===== src/rtl/sa_pkg.sv =====
package sa_pkg;
    localparam int SA_WIDTH = 4;

    typedef struct packed {
        logic sum;
        logic cout;
    } fa_res_t;

    typedef struct packed {
        logic a;
        logic b;
        logic cin;
    } fa_in_t;

    function automatic fa_res_t fa_eval(fa_in_t i);
        fa_res_t r;
        r.sum  = i.a ^ i.b ^ i.cin;
        r.cout = (i.a & i.b) | (i.a & i.cin) | (i.b & i.cin);
        return r;
    endfunction
endpackage


===== src/rtl/sa_full_adder.sv =====
module sa_full_adder
    import sa_pkg::*;
(
    input  fa_in_t  fa_in,
    output fa_res_t fa_out
);
    assign fa_out = fa_eval(fa_in);

    always_comb begin
        // p_sum_parity_r3
        assert ($countones({fa_in.a, fa_in.b, fa_in.cin}) % 2 == int'(fa_out.sum))
            else $error("p_sum_parity_r3");
    end
endmodule


===== src/rtl/sa_shift_reg.sv =====
module sa_shift_reg #(
    parameter int W = 4
) (
    input  logic         clk,
    input  logic         rst,
    input  logic         ld,
    input  logic [W-1:0] ld_val,
    input  logic         step,
    input  logic         ser_in,
    output logic [W-1:0] q
);
    always_ff @(posedge clk) begin
        if (rst)       q <= '0;
        else if (ld)   q <= ld_val;
        else if (step) q <= {ser_in, q[W-1:1]};
    end

    p_shift_right_r4: assert property (@(posedge clk) disable iff (rst)
        (step && !ld) |=> (q[W-1:0] == {$past(ser_in), $past(q[W-1:1])}));

    p_load_value_r2: assert property (@(posedge clk) disable iff (rst)
        ld |=> (q == $past(ld_val)));

    p_hold_idle_r7: assert property (@(posedge clk) disable iff (rst)
        (!ld && !step) |=> $stable(q));
endmodule


===== src/rtl/sa_seq_ctrl.sv =====
module sa_seq_ctrl #(
    parameter int W = 4
) (
    input  logic clk,
    input  logic rst,
    input  logic ld,
    input  logic shift_req,
    input  logic cout,
    output logic step,
    output logic carry_q,
    output logic done
);
    localparam int CW = $clog2(W + 1);
    localparam logic [CW-1:0] LAST = CW'(W - 1);

    logic [CW-1:0] cnt;

    assign step = shift_req && !ld && !done;

    always_ff @(posedge clk) begin
        if (rst) begin
            cnt     <= '0;
            carry_q <= 1'b0;
            done    <= 1'b0;
        end else if (ld) begin
            cnt     <= '0;
            carry_q <= 1'b0;
            done    <= 1'b0;
        end else if (step) begin
            carry_q <= cout;
            cnt     <= cnt + 1'b1;
            if (cnt == LAST) done <= 1'b1;
        end
    end

    p_carry_capture_r6: assert property (@(posedge clk) disable iff (rst)
        step |=> (carry_q == $past(cout)));

    p_done_sticky_r9: assert property (@(posedge clk) disable iff (rst)
        (done && !ld) |=> (done && $stable(carry_q)));

    p_load_clear_r2: assert property (@(posedge clk) disable iff (rst)
        ld |=> (!done && !carry_q));

    p_done_count_r8: assert property (@(posedge clk) disable iff (rst)
        $rose(done) |-> (cnt == CW'(W)));
endmodule


===== src/rtl/sa_serial_adder.sv =====
module sa_serial_adder
    import sa_pkg::*;
#(
    parameter int WIDTH = SA_WIDTH
) (
    input  logic             clk,
    input  logic             rst,
    input  logic             load,
    input  logic [WIDTH-1:0] op_a,
    input  logic [WIDTH-1:0] op_b,
    input  logic             shift_en,
    output logic [WIDTH-1:0] x_q,
    output logic [WIDTH-1:0] y_q,
    output logic             carry_q,
    output logic             sum_bit,
    output logic             done
);
    fa_in_t  fa_i;
    fa_res_t fa_o;
    logic    step;

    assign fa_i.a   = x_q[0];
    assign fa_i.b   = y_q[0];
    assign fa_i.cin = carry_q;
    assign sum_bit  = fa_o.sum;

    sa_full_adder u_fa (
        .fa_in  (fa_i),
        .fa_out (fa_o)
    );

    sa_seq_ctrl #(.W(WIDTH)) u_ctrl (
        .clk       (clk),
        .rst       (rst),
        .ld        (load),
        .shift_req (shift_en),
        .cout      (fa_o.cout),
        .step      (step),
        .carry_q   (carry_q),
        .done      (done)
    );

    sa_shift_reg #(.W(WIDTH)) u_xreg (
        .clk    (clk),
        .rst    (rst),
        .ld     (load),
        .ld_val (op_a),
        .step   (step),
        .ser_in (fa_o.sum),
        .q      (x_q)
    );

    sa_shift_reg #(.W(WIDTH)) u_yreg (
        .clk    (clk),
        .rst    (rst),
        .ld     (load),
        .ld_val (op_b),
        .step   (step),
        .ser_in (1'b0),
        .q      (y_q)
    );

    p_y_zero_fill_r5: assert property (@(posedge clk) disable iff (rst)
        (shift_en && !load && !done) |=> (y_q[WIDTH-1] == 1'b0));

    p_finished_frozen_r9: assert property (@(posedge clk) disable iff (rst)
        (done && !load) |=> ($stable(x_q) && $stable(y_q)));

    p_y_empty_at_done_r8: assert property (@(posedge clk) disable iff (rst)
        $rose(done) |-> (y_q == '0));
endmodule


===== config.mk =====
export PLATFORM = sky130hd
export DESIGN_NAME = sa_serial_adder
export DESIGN_NICKNAME = d
export VERILOG_FILES = /design/src/rtl/sa_pkg.sv /design/src/rtl/sa_full_adder.sv /design/src/rtl/sa_shift_reg.sv /design/src/rtl/sa_seq_ctrl.sv /design/src/rtl/sa_serial_adder.sv
export SDC_FILE = /design/constraint.sdc
export NUM_CORES = 1
export LEC_CHECK = 0
export BUFFER_PORTS_ARGS = -buffer_cell sky130_fd_sc_hd__buf_2
export CORE_UTILIZATION = 51
export DETAILED_ROUTE_END_ITERATION = 7
export PLACE_DENSITY_LB_ADDON = 0.05
export SYNTH_ARGS = -nofsm -noshare
export SYNTH_HDL_FRONTEND = slang
export SYNTH_SLANG_ARGS = --single-unit
export TNS_END_PERCENT = 10

===== constraint.sdc =====
create_clock -name clk -period 3.5 [get_ports clk]
set_input_delay 0.175 -clock clk [delete_from_list [all_inputs] [get_ports clk]]
set_output_delay 0.175 -clock clk [all_outputs]
set_load 0.02 [all_outputs]

==> flow_metrics.tcl <==
set metrics [dict create \
    cts_tree "done" \
    crit_arrival_ns 1.38 \
    clk_latency_ns 0.27 \
    cts_hold_buf 0 \
    irDropWorstVdd_v 0.000257 \
    finalCritPeriodShare 0.444 \
    p_per_area_nw_per_um2 398 \
    portBuffers 22 \
    grt.total_usage 0.191 \
    place_area_um2 788 \
    cts-buffers-inserted 3 \
    reg2reg_from "u_xreg.q[0]$_SDFFE_PP0P_" \
    hold_path.class "input pin to flop" \
    use_met1 0.236 \
    place_ws_ns 2.10 \
    drive_above_1_share 0.452 \
    ant_nets 0 \
    maxCapViolCount 0 \
    grt_pass1_vias 428 \
    rsz0062_at_grt "no" \
    hold_path_end "u_xreg.q[0]$_SDFFE_PP0P_" \
    syn_to_final_growth_pct 15.2 \
    cts-htree-levels 1 \
    worst_slew_pin_slew_ns 0.523 \
    yosysSeqAreaShare 0.368 \
    cts_sinks 13 \
    vias 530 \
    r2r_end "u_xreg.q[3]$_SDFFE_PP0P_" \
    grt-ovfl-total 0 \
    avgSynthCellArea_um2 11.0 \
    ys_types 21 \
    clock_skew_ns 0.00305 \
    post_cts_buffers 0 \
    drc_errors 0 \
    die_y_um 39.2 \
    synthCells 64 \
    required_ns 3.32 \
    fin_util 0.626 \
    use_met3 0.0694 \
    core_um2 1300 \
    hold_viol 0 \
    postLayoutCellArea_um2 815 \
    ys_warn_count 0 \
    top_usage_layer "met2" \
    fmax_ghz 0.643 \
    dp_hpwl_um 879 \
    fillers 123 \
    place.gp.congestion 0.645 \
    timing.final.ws_setup_ns 1.94 \
    netlist_area_um2 707 \
    slew_viol_final 0 \
    diodes 0 \
    cp-start-kind "flop" \
    hold_start "op_a[0]" \
    hold_depth 3 \
    cts_resized 0 \
    nets 100 \
    viasPerCell 5.35 \
    r2r_slack_ns 2.08 \
    ios 23 \
    die_area_um2 1540 \
    wire_per_inst_um 12.6 \
    die-width_um 39.2 \
    leakagePower_nw 0.344 \
    grt_max_degree 27 \
    clk_path_buf_depth 2 \
    setup_tns_ns 0 \
    start_util 0.543 \
    setup_violations 0 \
    drt-total-wl_um 1250 \
    cp-end-kind "output pin" \
    cts_root_buffer "clkbuf_4" \
    dr.pass1.iters 2 \
    path_class "flop to output pin" \
    fin_crit_ns 1.56 \
    ys_ff_latch 13 \
    clk_transition_reported_paths_ns 0.08 \
    antenna_found_initial 0 \
    drt_iter0_markers 6 \
    status "completed" \
    rows 13 \
    use_met2 0.296 \
    relSlewSlack 0.651 \
    syn-num-nets 79 \
    r2r_cells 3 \
    grt_pass1_wl_um 1920 \
    crit_fanout 3 \
]
==> flip-flops by register name, summed over array words and instances, names as in the netlist <==
register / cells
u_xreg.q: 4
u_ctrl.cnt: 3
u_ctrl.done: 1
u_ctrl.carry_q: 1
u_yreg.q: 4
==> cell type report <==
class | count | area (um2) | share of cell area
multi-input cells | 41 | 384 | 0.472
flip-flops and latches | 13 | 260 | 0.320
repair buffers | 22 | 110 | 0.135
clock buffers | 4 | 26.3 | 0.0323
well taps | 15 | 18.8 | 0.0230
inverters | 4 | 15.0 | 0.0184
==> cells in the final DEF (no fill, tap or decap), drive strengths merged <==
cell type | Yosys | final
buf | 6 | 22
nor3 | 14 | 14
dfxtp | 13 | 13
a2111oi | 8 | 8
nor2b | 5 | 5
inv | 4 | 4
clkbuf | 0 | 4
nor2 | 3 | 3
a21oi | 2 | 2
mux2i | 2 | 2
ha | 2 | 2
nand2b | 1 | 1
nand2 | 1 | 1
nand3b | 1 | 1
xnor2 | 1 | 1
fa | 1 | 1
==> cells in the mapped netlist <==
cell type	instances	area (um2)
dfxtp_1	13	260
nand2b_1	1	6.26
nand3b_1	1	7.51
nor2_1	2	7.51
nor2b_4	1	13.8
nor2_2	1	6.26
mux2i_1	2	20.0
xnor2_1	1	8.76
inv_1	4	15.0
a21oi_1	2	10.0
fa_1	1	20.0
a2111oi_2	6	90.1
buf_4	2	15.0
buf_2	2	10.0
ha_1	2	25.0
buf_6	2	22.5
nor3_2	3	30.0
nor3_1	11	55.1
nor2b_1	4	25.0
a2111oi_4	2	55.1
nand2_1	1	3.75
==> per-layer routing <==
layer / wire length, um / up-vias / share of wire
met2: 571 / 20 / 0.46
li1: - / 273 / -
met5: 0 / - / 0
met3: 71 / 2 / 0.057
met4: 14 / 0 / 0.011
met1: 590 / 235 / 0.47
==> worst max-delay path, stage by stage, from the launching register on <==
cell	delay, ns
dfxtp_1	0.35
fa_1	0.58
buf_2	0.18
==> power by group <==
part	internal [W]	leakage, nW	switching [W]
Combinational	0.0000278	0.222	0.0000420
Clock	0.0000441	0.0150	0.0000476
Sequential	0.000156	0.107	0.00000609
Total	0.000228	0.344	0.0000957
==> worst max path at each step <==
stage	startpoint	endpoint	cells past startpoint
2_1_floorplan	u_xreg.q[0]$_SDFFE_PP0P_	u_xreg.q[3]$_SDFFE_PP0P_	3
3_3_place_gp	u_xreg.q[0]$_SDFFE_PP0P_	u_xreg.q[3]$_SDFFE_PP0P_	3
3_5_place_dp	u_xreg.q[0]$_SDFFE_PP0P_	u_xreg.q[3]$_SDFFE_PP0P_	3
4_1_cts	u_xreg.q[0]$_SDFFE_PP0P_	sum_bit	2
5_1_grt	u_xreg.q[0]$_SDFFE_PP0P_	sum_bit	2
6_report	u_xreg.q[0]$_SDFFE_PP0P_	sum_bit	2
==> logic make-up (layout without fill, tap and decap cells) <==
kind of cell	after synthesis	in the layout	synth area share
XOR/XNOR	1	1	0.0124
buffers and inverters	10	30	0.0885
AO/OA/AOI/OAI	10	10	0.219
adder cells (fa/ha/maj)	3	3	0.0637
multiplexers	2	2	0.0283
flip-flops	13	13	0.368
AND/OR/NAND/NOR	25	25	0.219
==> stage by stage <==
step | instances | hold WS (ns) | power, W
after detailed placement | 95 | 0.449 | 0.000236
final | 99 | 0.159 | 0.000324
after floorplan | 64 | 0.244 | 0.000220
after CTS | 99 | 0.154 | 0.000328
after global placement | 95 | 0.434 | 0.000235
after global routing | 99 | 0.151 | 0.000341
Note: power is estimated with default switching activity, not from simulation.
